$ cat src/rtl/lutmem_pkg.sv
package lutmem_pkg;

    localparam int CELL_DEPTH = 32;
    localparam int CELL_AW    = $clog2(CELL_DEPTH);

    typedef enum logic [1:0] {
        MODE_ROM   = 2'd0,
        MODE_RAM   = 2'd1,
        MODE_SHIFT = 2'd2,
        MODE_RSVD  = 2'd3
    } cell_mode_e;

    typedef struct packed {
        logic               wr_en;
        logic [CELL_AW-1:0] wr_addr;
        logic               wr_data;
        logic               shift_en;
        logic               shift_in;
    } cell_upd_t;

    // Treat the reserved code as a frozen table.
    function automatic cell_mode_e mode_decode(input logic [1:0] code);
        cell_mode_e m;
        m = cell_mode_e'(code);
        if (m == MODE_RSVD) m = MODE_ROM;
        return m;
    endfunction

endpackage

$ cat src/rtl/lutmem_mode_reg.sv
module lutmem_mode_reg
    import lutmem_pkg::*;
(
    input  logic       clk,
    input  logic       rst,
    input  logic       cfg_load,
    input  logic [1:0] cfg_mode,
    output cell_mode_e mode_q
);

    always_ff @(posedge clk) begin
        if (rst || cfg_load) begin
            mode_q <= mode_decode(cfg_mode);
        end
    end


    mode_hold_chk: assert property (@(posedge clk) disable iff (rst)
        !cfg_load |=> $stable(mode_q));

endmodule

$ cat src/rtl/lutmem_store.sv
module lutmem_store
    import lutmem_pkg::*;
#(
    parameter int                  DEPTH = CELL_DEPTH,
    parameter int                  AW    = $clog2(DEPTH),
    parameter logic [DEPTH-1:0]    INIT  = '0
) (
    input  logic             clk,
    input  logic             rst,
    input  cell_mode_e       mode_q,
    input  cell_upd_t        upd,
    output logic [DEPTH-1:0] bits_q
);

    logic [DEPTH-1:0] bits_d;

    for (genvar i = 0; i < DEPTH; i++) begin : g_bit
        logic shift_src;
        if (i == 0) begin : g_head
            assign shift_src = upd.shift_in;
        end else begin : g_body
            assign shift_src = bits_q[i-1];
        end

        always_comb begin
            bits_d[i] = bits_q[i];
            unique case (mode_q)
                MODE_RAM: begin
                    if (upd.wr_en && (upd.wr_addr == AW'(i))) bits_d[i] = upd.wr_data;
                end
                MODE_SHIFT: begin
                    if (upd.shift_en) bits_d[i] = shift_src;
                end
                default: bits_d[i] = bits_q[i];
            endcase
        end
    end

    always_ff @(posedge clk) begin
        if (rst) bits_q <= INIT;
        else     bits_q <= bits_d;
    end


    rom_frozen_chk: assert property (@(posedge clk) disable iff (rst)
        (mode_q == MODE_ROM) |=> $stable(bits_q));


    ram_write_chk: assert property (@(posedge clk) disable iff (rst)
        (mode_q == MODE_RAM && upd.wr_en) |=> (bits_q[$past(upd.wr_addr)] == $past(upd.wr_data)));


    ram_idle_chk: assert property (@(posedge clk) disable iff (rst)
        (mode_q == MODE_RAM && !upd.wr_en) |=> $stable(bits_q));


    shift_idle_chk: assert property (@(posedge clk) disable iff (rst)
        (mode_q == MODE_SHIFT && !upd.shift_en) |=> $stable(bits_q));


    shift_head_chk: assert property (@(posedge clk) disable iff (rst)
        (mode_q == MODE_SHIFT && upd.shift_en) |=> (bits_q[0] == $past(upd.shift_in)));

endmodule

$ cat src/rtl/lutmem_read.sv
module lutmem_read
    import lutmem_pkg::*;
#(
    parameter int DEPTH = CELL_DEPTH,
    parameter int AW    = $clog2(DEPTH)
) (
    input  logic [DEPTH-1:0] bits_q,
    input  logic [AW-1:0]    rd_addr,
    output logic             rd_data,
    output logic             cascade_out
);

    assign rd_data     = bits_q[rd_addr];
    assign cascade_out = bits_q[DEPTH-1];

endmodule

$ cat src/rtl/lutmem_cell.sv
module lutmem_cell
    import lutmem_pkg::*;
#(
    parameter logic [CELL_DEPTH-1:0] INIT = 32'hA5C3_0F96
) (
    input  logic               clk,
    input  logic               rst,
    input  logic               cfg_load,
    input  logic [1:0]         cfg_mode,
    input  logic [CELL_AW-1:0] rd_addr,
    output logic               rd_data,
    input  logic [CELL_AW-1:0] wr_addr,
    input  logic               wr_data,
    input  logic               wr_en,
    input  logic               shift_en,
    input  logic               shift_in,
    output logic               cascade_out
);

    cell_mode_e            mode_q;
    cell_upd_t             upd;
    logic [CELL_DEPTH-1:0] bits_q;

    assign upd = '{wr_en: wr_en, wr_addr: wr_addr, wr_data: wr_data,
                   shift_en: shift_en, shift_in: shift_in};

    lutmem_mode_reg u_mode (
        .clk      (clk),
        .rst      (rst),
        .cfg_load (cfg_load),
        .cfg_mode (cfg_mode),
        .mode_q   (mode_q)
    );

    lutmem_store #(
        .DEPTH (CELL_DEPTH),
        .AW    (CELL_AW),
        .INIT  (INIT)
    ) u_store (
        .clk    (clk),
        .rst    (rst),
        .mode_q (mode_q),
        .upd    (upd),
        .bits_q (bits_q)
    );

    lutmem_read #(
        .DEPTH (CELL_DEPTH),
        .AW    (CELL_AW)
    ) u_read (
        .bits_q      (bits_q),
        .rd_addr     (rd_addr),
        .rd_data     (rd_data),
        .cascade_out (cascade_out)
    );


    cascade_shift_chk: assert property (@(posedge clk) disable iff (rst)
        (mode_q == MODE_SHIFT && shift_en) |=> (cascade_out == $past(bits_q[CELL_DEPTH-2])));


    cfg_keep_chk: assert property (@(posedge clk) disable iff (rst)
        (cfg_load && mode_q == MODE_ROM) |=> $stable(bits_q));

endmodule

$ cat config.mk
export PLATFORM = sky130hd
export DESIGN_NAME = lutmem_cell
export DESIGN_NICKNAME = d
export VERILOG_FILES = /design/src/rtl/lutmem_pkg.sv /design/src/rtl/lutmem_mode_reg.sv /design/src/rtl/lutmem_store.sv /design/src/rtl/lutmem_read.sv /design/src/rtl/lutmem_cell.sv
export SDC_FILE = /design/constraint.sdc
export NUM_CORES = 1
export LEC_CHECK = 0
export ABC_AREA = 1
export ABC_CLOCK_PERIOD_IN_PS = 1200
export BUFFER_PORTS_ARGS = -buffer_cell sky130_fd_sc_hd__buf_4
export CORE_ASPECT_RATIO = 1.2
export CORE_MARGIN = 1
export CORE_UTILIZATION = 45
export CTS_CLUSTER_DIAMETER = 150
export DETAILED_ROUTE_END_ITERATION = 16
export MAX_ROUTING_LAYER = met4
export PLACE_DENSITY = 0.67
export SLEW_MARGIN = 20
export SYNTH_ARGS = -nofsm -noshare
export SYNTH_HDL_FRONTEND = slang
export SYNTH_SLANG_ARGS = --single-unit
$ cat constraint.sdc
create_clock -name clk -period 1.2 [get_ports clk]
set_input_delay 0 -clock clk [delete_from_list [all_inputs] [get_ports clk]]
set_output_delay 0 -clock clk [all_outputs]
set_load 0.1 [all_outputs]
Yosys cells after proc, flatten, opt, wreduce, memory -nomap -nowiden
Cells that the tools add are included.
{"block": "totals", "register_bits": 34, "input_bits": 19, "output_inout_bits": 2, "word_cells": 266}
{"block": "op_classes", "n_lt_le_gt_ge": 1, "n_eq_ne": 67, "n_mux": 98, "reduce_logical": 67}
{"op": "$reduce_and 3->1", "n": 32}
{"op": "$eq 5x5->1 const B", "n": 16}
{"op": "$mux 1", "n": 65}
{"op": "$ne 2x1->1 const B", "n": 32}
{"op": "$pmux 1 s2", "n": 32}
{"op": "$eq 5x4->1 const B", "n": 8}
{"op": "$logic_and 1x1->1", "n": 32}
{"op": "$eq 5x3->1 const B", "n": 4}
{"op": "$eq 5x2->1 const B", "n": 2}
{"op": "$lt 5x6->1 const B", "n": 1}
{"op": "$bmux 1 s5", "n": 1}
{"op": "$eq 5x1->1 const B", "n": 1}
{"op": "$logic_not 5->1", "n": 1}
{"op": "$eq 2x2->1 const B", "n": 2}
{"op": "$eq 2x1->1 const B", "n": 1}
{"op": "$ne 2x2->1 const B", "n": 1}
{"op": "$reduce_bool 2->1", "n": 1}
{"op": "$logic_or 1x1->1", "n": 1}

Depth between registers and ports, before layout
Gate-level depths: netlist of the first run.
{"block": "logic_depth", "depth_word": 4, "mapped_depth": 11, "mapped_depth_nobuf": 9}

Modules after synthesis
A second synthesis of the first run with hierarchy kept.
{"block": "hier_totals", "cells_unflattened": 402, "hier_area_um2": 2403.6}
{"module": "lutmem_store", "n_inst": 1, "cells_each": 314, "area_per_inst_um2": 1934.4}
{"module": "lutmem_read", "n_inst": 1, "cells_each": 79, "area_per_inst_um2": 382.9}
{"module": "lutmem_mode_reg", "n_inst": 1, "cells_each": 9, "area_per_inst_um2": 86.3}

Least setup slack after synthesis of the first run
OpenSTA, ideal clock, no wires.
{"block": "synth_timing", "kind": "reg2out", "from": "register u_store.bits_q[31]", "to": "output rd_data", "arrival_ns": 2.047, "slack_ns": -0.847, "path_stages_with_launch": 9, "path_buffers": 0, "cell_sequence": "dfxtp_1 > nand2_1 > nand3_1 > nand3_1 > nand2_1 > nand2_1 > nand2_1 > nand2_1 > nand2_1"}
{"block": "synth_via", "elab_chain_len": 2}
{"element": "from (decl)", "line": "lutmem_store.sv:12", "rtl": "output logic [DEPTH-1:0] bits_q"}
{"element": "from (signal assigned)", "line": "lutmem_store.sv:41", "rtl": "else bits_q <= bits_d;"}
{"element": "$bmux 1 s5", "line": "lutmem_read.sv:13", "rtl": "assign rd_data = bits_q[rd_addr];"}
{"element": "$mux 1 (not written as such)", "line": "lutmem_read.sv:13"}
{"element": "to (decl)", "line": "lutmem_cell.sv:11", "rtl": "output logic rd_data,"}
No other way between the ends. The select of a mux whose other input is x is not followed.

Worst setup path in the final report of the first run
{"block": "layout_timing", "from": "register u_mode.mode_q[1]", "to": "register u_store.bits_q[6]"}
{"block": "layout_via", "elab_chain_len": 3, "word_cells_on_any_way": 7}
{"element": "from (decl)", "line": "lutmem_mode_reg.sv:8", "rtl": "output cell_mode_e mode_q"}
{"element": "from (signal assigned)", "line": "lutmem_mode_reg.sv:13", "rtl": "mode_q <= mode_decode(cfg_mode);"}
{"element": "$eq 2x1->1 or $eq 2x2->1 (tied branches)", "line": "lutmem_store.sv:27", "rtl": "unique case (mode_q)"}
{"element": "$ne 2x1->1 (no source line) (tied with other cells)"}
{"element": "$reduce_and 3->1 (no source line)"}
Parallel ways exist; a longest one is shown, timed or not.
A chain may end at the register's enable or synchronous reset.

==> flow_summary.yaml, run 1 <==
outcome:
  status: "complete, but fails checks"
  violations: "negative setup slack"
final_layout:
  drive_gt1_share_pct: 35.3
  area_growth_pct: 46.1
  stdcell_area_sq_um: 3130
  utilization_pct: 68.2
  nets: 429
  diodes: 0
  nFillCells: 398
power_and_ir_drop:
  power_density_nw_per_um2: 1060
  power_leakage_nw: 1.48
  finalPower_w: 0.00333
  vdd_drop_max_mv: 0.780
run:
  drv_cap: 0
grt:
  grtUsageMet3_pct: 4.85
  antenna_found_initial: 0
  use_met1_pct: 37.9
  grt_busiest_layer: "met2"
  grt_pass1_vias: 2410
  grt_pass1_wl_um: 11300
  grtUsageTotal_pct: 29.9
  grt_max_degree: 21
  grt.overflow.total: 0
  gr-usage-met2_pct: 47.9
cts:
  worstSkewPairLatency_ns: 0.30
  cts_buffer_depth: 2
  htreeDepth: 2
  cts_tree: "done"
  path_clk_slew_ns: 0.08
  cts_buffers: 5
  cts_root_buf: "clkbuf_8"
  cts.sinks: 34
yosys:
  synth_fa_ha_area_share_pct: 0
  yosys_warnings: 0
  ys_seq_area_share_pct: 32.7
  syn_area_per_cell_sq_um: 6.04
  synth_seq_cells: 34
  synth_top_family_by_area: "simple AND/OR/NAND/NOR gates"
  synth_area_leaders: "dfxtp_1 30%, nand2_1 18%, o21ai_0 9.1%"
  netlist_area_sq_um: 2150
  synth_simple_gate_area_share_pct: 35.1
  synth_mux_area_share_pct: 0
  yosys.area.top_type_share_pct: 29.9
  synth_top_cell_by_area: "dfxtp_1"
  synthDistinctLibCells: 21
  syn_inst: 355
  synth-compound-area-share_pct: 20.5
  yosys.area_share.xor_xnor_pct: 0
  synth_nets: 374
critical_path:
  reg2reg_depth: 9
  cpPeakStageDelay_ns: 0.35
  crit_path_frequent_cell: "buf_12"
  path_cells: "inv_2, buf_6, nor2_4, buf_12, nand2_8, buf_12, o21ai_4, o21ai_2, a21oi_1"
  critical_path_class: "flop to flop"
  regToRegStartpoint: "u_mode.mode_q[1]"
  cp_max_fo: 8
  cp-end-kind: "flop"
  crit_path_top_delay_cell: "edfxtp_1"
  rr_endpoint: "u_store.bits_q[6]"
  required_ns: 1.42
  worstSetupStartpointType: "flop"
  rrSetupSlack_ns: -0.35
  worstPathArrival_ns: 1.76
die:
  die_w_um: 65.0
  core_area_sq_um: 4590
  io_pins: 21
  initial_core_util_pct: 46.7
  fp.dieArea_sq_um: 5050
  rows: 27
  die_y_um: 77.6
sta:
  fin_ws_ns: -0.346
  hold_viol_final: 0
  drv_slew: 0
  slew_headroom_pct: 77.0
  min_period_ns: 1.55
  tightest_slew_ns: 0.344
  holdWs_ns: 0.0147
  finalSetupViolations: 33
  period_share_pct: 129
  rsz0062_at_grt: "true"
  max_freq_ghz: 0.647
  fin_skew_ns: 0.00840
drt:
  drt-initial-drc-count: 252
  route.final.wire_length_um: 7320
  viasPerCell: 5.55
  firstDrtPassIters: 5
  vias: 2604
  drc: 0
  postRouteAntennaNets: 0
  wl_per_cell_um: 15.6
min_path:
  whs_endpoint: "u_mode.mode_q[0]"
  min_path_cells: 2
  min_from: "cfg_load"
  hold_path_class: "input port to flop"
placed_design:
  place_area_sq_um: 2560
  io_buffers: 20
  pre_cts_ws_ns: -0.230
  gp_congestion: 0.942
  dp_hpwl_um: 4630
-- Yosys cell counts, drive strengths merged --
master and n:
buf 15, nor2 34, o21ai 65, a21oi 20, clkbuf 2, inv 40, edfxtp 2, nor3 5
nand2 104, nand3 30, dfxtp 32, o211ai 2, nand4 2, or2 2
-- sequential cells by signal, indices dropped and copies added (netlist names) --
name and flops:
u_store.bits_q 32, u_mode.mode_q 2
-- cell type report --
cell class	count	area, sq um	area share (%)
multi-input cells	265	1450	46.3
well taps	58	72.6	2.32
clock buffers	6	93.8	2.99
clock inverters	2	13.8	0.439
inverters	40	165	5.27
flip-flops and latches	34	724	23.1
repair buffers	64	613	19.6
-- how the worst max path moves through the flow --
| stage | start | end | slack, ns |
|---|---|---|---|
| finish | u_mode.mode_q[1] | u_store.bits_q[6] | -0.35 |
| global route | u_mode.mode_q[1] | u_store.bits_q[6] | -0.35 |
| floorplan | u_mode.mode_q[0] | u_store.bits_q[17] | -0.12 |
| global placement | u_mode.mode_q[0] | u_store.bits_q[26] | -0.21 |
| CTS | u_mode.mode_q[0] | u_store.bits_q[2] | -0.18 |
| detailed placement | u_mode.mode_q[0] | u_store.bits_q[15] | -0.23 |
-- per-layer routing --
layer,routed length [um],up-vias,part of all wire [%]
li1,-,1263,-
met1,2890,1193,40
met2,3760,123,51
met3,449,25,6.1
met4,223,0,3.0
met5,0,-,0
-- through the flow --
step | TNS, ns | std cells
global route | -9.07 | 469
detailed placement | -5.25 | 445
CTS | -4.92 | 459
global placement | -4.18 | 445
floorplan | -2.74 | 355
finish | -6.92 | 469
-- placed cells by master (no fill, tap or decap), drive strengths merged, types with 3 or more instances in the layout --
| cell | count |
|---|---|
| nor2 | 34 |
| inv | 40 |
| o21ai | 65 |
| nand2 | 105 |
| nor3 | 5 |
| nand3 | 30 |
| dlygate4sd3 | 3 |
| dfxtp | 32 |
| clkbuf | 6 |
| a21oi | 20 |
| buf | 61 |
-- where the power goes --
group,switching [W],total (W),internal [W],leakage [nW]
registers,0.0000582,0.00129,0.00123,0.284
clock network,0.000489,0.00103,0.000536,0.0529
logic,0.000586,0.00102,0.000436,1.15
total,0.00113,0.00333,0.00220,1.48
-- critical path: cells and delay by family, from the launching register on --
kind                   cells  cell delay [ns]
buffers and inverters      4             0.49
flip-flops                 1             0.35
AND/OR/NAND/NOR            2             0.25
AO/OA/AOI/OAI              3             0.36
-- timing repair --
action                     4_1_cts  5_1_grt
hold buffers                     3        0
resized for setup               36       74
cloned                           1        0
pin swaps                        3       16
setup buffers                    2       10
setup endpoints to repair       33       33
hold endpoints to repair         2        0
-- cells by family (layout without fill, tap and decap cells) --
| kind of cell | Yosys count | after routing |
|---|---|---|
| DFF | 34 | 34 |
| AOI/OAI and AO/OA | 87 | 87 |
| buffers and inverters | 57 | 112 |
| and+or+nand+nor | 177 | 178 |
No activity file was read; power rests on OpenSTA's default activity.
==> inputs of run 2 (changes only) <==
==> constraint.sdc (replaced) <==
create_clock -name clk -period 1.2 [get_ports clk]
set_input_delay 0.24 -clock clk [delete_from_list [all_inputs] [get_ports clk]]
set_output_delay 0.24 -clock clk [all_outputs]
set_load 0.1 [all_outputs]
==> run 2 against run 1 <==
The run still ends with negative setup slack left; clock power decreased by 13%; sequential share of layout area decreased by 4.3 points; via count grew 21%; non-clock buffer count rose by 22; sequential power about the same; critical path type is now flop to output port; register-to-register slack worse by 0.02 ns.
==> flow_summary.yaml, run 2 (synthesis gave the netlist of run 1 again) <==
outcome:
  status: "complete, but fails checks"
  violations: "negative setup slack"
final_layout:
  layout_commonest_cell: "nand2_1"
  nets: 453
  final_cell_mix: "84 x nand2_1, 53 x buf_4, 36 x inv_1"
  largest_reg_flops: 32
  nFillCells: 249
  area_growth_pct: 81.1
  diodes: 0
  reg.largest.list: "u_store.bits_q (32), u_mode.mode_q (2)"
  drive_gt1_share_pct: 50.1
  instances_no_fill: 493
  stdcell_area_sq_um: 3890
  top_register: "u_store.bits_q"
cts:
  cts_root_buf: "clkbuf_8"
  worstSkewPairLatency_ns: 0.31
  cts_tree: "done"
  path_clk_slew_ns: 0.08
  htreeDepth: 2
  cts_buffer_depth: 2
  cts_buffers: 5
  cts.sinks: 34
  cts_hold_buf: 0
grt:
  antenna_found_initial: 0
  grt_pass1_wl_um: 13700
  grt.overflow.total: 0
  grt_pass1_vias: 2868
  grtUsageTotal_pct: 36.8
  grt_max_degree: 21
die:
  die_y_um: 77.6
  fp.dieArea_sq_um: 5050
  rows: 27
  io_pins: 21
  die_w_um: 65.0
  core_area_sq_um: 4590
  initial_core_util_pct: 46.7
sta:
  finalSetupViolations: 33
  slew_headroom_pct: 70.3
  tightest_slew_ns: 0.444
  fin_skew_ns: 0.0117
  min_period_ns: 1.68
  fin_ws_ns: -0.480
  rsz0062_at_grt: "true"
  period_share_pct: 140
  drv_slew: 0
  hold_viol_final: 0
  max_freq_ghz: 0.595
critical_path:
  critical_path_class: "flop to output port"
  worstPathArrival_ns: 1.44
  cp-end-kind: "output port"
  crit_path_frequent_cell: "nand2_1"
  cpPeakStageDelay_ns: 0.37
  worstSetupStartpointType: "flop"
  cp_top_family: "simple AND/OR/NAND/NOR gates"
  cp_max_fo: 2
  critPathBufInv: 1
  required_ns: 0.96
  path_cells: "nand2_1, nand3_1, nand3_1, nand2_1, nand2_1, nand2_1, nand2_2, nand2_8, buf_12"
  crit_path_top_delay_cell: "dfxtp_1"
drt:
  drc: 0
  wl_per_cell_um: 22.1
  drt-initial-drc-count: 457
  route.final.wire_length_um: 10900
  firstDrtPassIters: 6
  vias: 3145
  viasPerCell: 6.38
  postRouteAntennaNets: 0
run:
  drv_cap: 0
placed_design:
  place_area_sq_um: 2670
  place_inst: 455
  dp_hpwl_um: 4500
  io_buffers: 20
  gp_congestion: 0.925
power_and_ir_drop:
  power_leakage_nw: 1.77
  vdd_drop_max_mv: 0.846
  power_density_nw_per_um2: 953
min_path:
  hold_path_class: "input port to flop"
run 2: cell count changes in the layout (fill, tap and decap cells not counted), sizes merged:
cell / previous run / this run
inv: 40 / 41
buf: 61 / 86
dlygate4sd3: 3 / 0
nand2: 105 / 106
clkinv: 1 / 2
clkinvlp: 1 / 0
run 2: final timing paths:
check / to / from / slack (ns) / depth (start not counted)
worst max-delay path: rd_data / u_store.bits_q[16] / -0.48 / 9
worst min-delay path: u_mode.mode_q[1] / cfg_mode[0] / 0.21 / 2
worst max register to register: u_store.bits_q[20] / u_mode.mode_q[1] / -0.37 / 9
worst min register to register: u_store.bits_q[17] / u_store.bits_q[17] / 0.52 / 2
run 2: repair_timing:
action                                  CTS  global route
gates resized for setup                 119            90
buffers inserted                         14             8
endpoints found under the setup margin   34            34
gates cloned                             10             0
pin swaps                                26            22
run 2: cell type report:
| type | instances | area [sq um] | area share [%] |
|---|---|---|---|
| Sequential cell | 34 | 729 | 18.8 |
| Inverter | 40 | 173 | 4.44 |
| Timing Repair inverter | 1 | 6.26 | 0.161 |
| Multi-Input combinational cell | 266 | 1830 | 47.1 |
| Clock inverter | 2 | 10.0 | 0.258 |
| Clock buffer | 6 | 72.6 | 1.87 |
| Timing Repair Buffer | 86 | 992 | 25.5 |
| Tap cell | 58 | 72.6 | 1.87 |
run 2: stage by stage:
| stage | hold WS, ns | setup slack [ns] | TNS [ns] | util [%] | power [W] |
|---|---|---|---|---|---|
| 2_1_floorplan | 0.345 | -0.165 | -2.84 | - | 0.00182 |
| 3_3_place_gp | 0.472 | -0.395 | -4.94 | 58.2 | 0.00210 |
| 3_5_place_dp | 0.474 | -0.418 | -5.59 | 58.2 | 0.00211 |
| 4_1_cts | 0.228 | -0.390 | -7.10 | 75.6 | 0.00332 |
| 5_1_grt | 0.216 | -0.581 | -10.38 | 84.6 | 0.00379 |
| 6_report | 0.212 | -0.480 | -8.56 | 84.6 | 0.00371 |
run 2: layer usage:
layer  GRT usage, %  part of all wire, %  vias up
met5              -                    0        -
met4           23.9                  8.9        0
met3           9.85                   11      113
met2           59.9                   46      269
met1           38.7                   34     1442
li1               -                    -     1321
run 2: power by group:
group	switching (W)	internal (W)
Clock	0.000492	0.000403
Sequential	0.0000706	0.00123
Combinational	0.000845	0.000662
==> inputs of run 3 (changes only) <==
Settings changed: GPL_TIMING_DRIVEN set to 0.
==> run 3 against run 2 <==
The flow still finishes with violations (negative setup slack); non-clock buffer count is 7 lower; total power is 0.51% higher; core utilization is 3.2 points lower; final area is 3.7% lower; via count is 7.4% lower; final cell count is 2.0% lower; clock power is 21% higher; worst setup slack better by 0.047 ns; critical path type unchanged; critical endpoint unchanged; largest power group unchanged.
==> flow_summary.yaml, run 3 (synthesis gave the netlist of run 1 again) <==
outcome:
  status: "complete, but fails checks"
  violations: "negative setup slack"
die:
  core_area_sq_um: 4590
  die_w_um: 65.0
  die_y_um: 77.6
  rows: 27
  initial_core_util_pct: 46.7
  io_pins: 21
  fp.dieArea_sq_um: 5050
power_and_ir_drop:
  vdd_drop_max_mv: 0.797
  power_density_nw_per_um2: 995
  power_leakage_nw: 1.69
grt:
  grt_max_degree: 12
  grt.overflow.total: 0
  grt_pass1_wl_um: 12700
  grtUsageTotal_pct: 34.8
  antenna_found_initial: 0
  grt_pass1_vias: 2640
final_layout:
  top_register: "u_store.bits_q"
  largest_reg_flops: 32
  nets: 443
  layout_commonest_cell: "nand2_1"
  area_growth_pct: 74.3
  diodes: 0
  reg.largest.list: "u_store.bits_q (32), u_mode.mode_q (2)"
  drive_gt1_share_pct: 51.3
  final_cell_mix: "84 x nand2_1, 41 x buf_4, 35 x inv_1"
  instances_no_fill: 483
drt:
  wl_per_cell_um: 20.1
  drt-initial-drc-count: 265
  vias: 2911
  firstDrtPassIters: 8
  route.final.wire_length_um: 9710
  viasPerCell: 6.03
  postRouteAntennaNets: 0
  drc: 0
cts:
  cts_buffers: 5
  path_clk_slew_ns: 0.07
  worstSkewPairLatency_ns: 0.30
  cts_hold_buf: 0
  cts_buffer_depth: 2
  cts_root_buf: "clkbuf_8"
  cts_tree: "done"
  cts.sinks: 34
  htreeDepth: 2
sta:
  slew_headroom_pct: 48.1
  drv_slew: 0
  max_freq_ghz: 0.612
  finalSetupViolations: 33
  hold_viol_final: 0
  fin_ws_ns: -0.433
  rsz0062_at_grt: "true"
  fin_skew_ns: 0.00463
  min_period_ns: 1.63
  period_share_pct: 136
  tightest_slew_ns: 0.779
placed_design:
  dp_hpwl_um: 4750
  pre_cts_ws_ns: -0.485
  place_inst: 431
  gp_congestion: 0.918
  io_buffers: 18
critical_path:
  cp_max_fo: 2
  worstPathArrival_ns: 1.39
  worstSetupStartpointType: "flop"
  critical_path_class: "flop to output port"
  cp-end-kind: "output port"
  required_ns: 0.96
run:
  drv_cap: 0
min_path:
  hold_path_class: "input port to flop"
==> run 3: repair_timing <==
| action | 4_1_cts | 5_1_grt |
|---|---|---|
| gates resized for setup | 138 | 80 |
| pin swaps | 24 | 26 |
| buffers inserted | 19 | 18 |
| setup endpoints to repair | 33 | 34 |
| cloned | 8 | 1 |
==> run 3: area by class of cell <==
type                    instances  area, sq um
multi-input cells             264         1760
fillers                       278          853
flip-flops and latches         34          747
repair buffers                 62          679
plain buffers                  17          205
inverters                      40          166
well taps                      58         72.6
clock buffers                   5         68.8
clock inverters                 3         40.0
==> run 3: power by group <==
part / total [W] / internal [W] / leakage [nW] / switching (W)
Clock: 0.00108 / 0.000612 / 0.0579 / 0.000470
Sequential: 0.00130 / 0.00123 / 0.286 / 0.0000690
Combinational: 0.00134 / 0.000585 / 1.35 / 0.000756
Total: 0.00372 / 0.00243 / 1.69 / 0.00130
==> run 3: layer usage <==
metal	track usage (%)	routed length (um)	up-vias
li1	-	-	1292
met1	38.6	3440	1329
met2	58.3	4540	212
met3	4.71	925	78
met4	21.3	802	0
met5	-	0	-
==> run 3: path summary, 6_finish.rpt <==
kind | startpoint | to | slack, ns | cells after the start
setup / recovery | u_store.bits_q[5] | rd_data | -0.43 | 9
hold / removal | rst | u_store.bits_q[11] | 0.18 | 3
setup reg to reg | u_mode.mode_q[1] | u_store.bits_q[27] | -0.36 | 7
hold reg to reg | u_store.bits_q[17] | u_store.bits_q[17] | 0.49 | 2
==> run 3: metrics by stage <==
stage,setup TNS [ns],cell area [sq um],hold slack (ns),util [%],power (W)
final,-9.92,3740,0.185,81.4,0.00372
after global routing,-11.71,3740,0.196,81.4,0.00383
after CTS,-7.78,3260,0.188,70.9,0.00342
after detailed placement,-10.91,2450,0.478,53.3,0.00203
after global placement,-10.87,2450,0.472,53.3,0.00203
after floorplan,-2.84,2240,0.345,-,0.00182
==> run 3: critical path, cell delays in order, from the launching register on <==
cell	delay, ns
dfxtp_2	0.36
nand2_1	0.07
nand3_2	0.08
nand3_1	0.07
nand2_1	0.07
nand2_1	0.04
nand2_1	0.07
nand2_2	0.09
nand2_8	0.07
buf_12	0.16
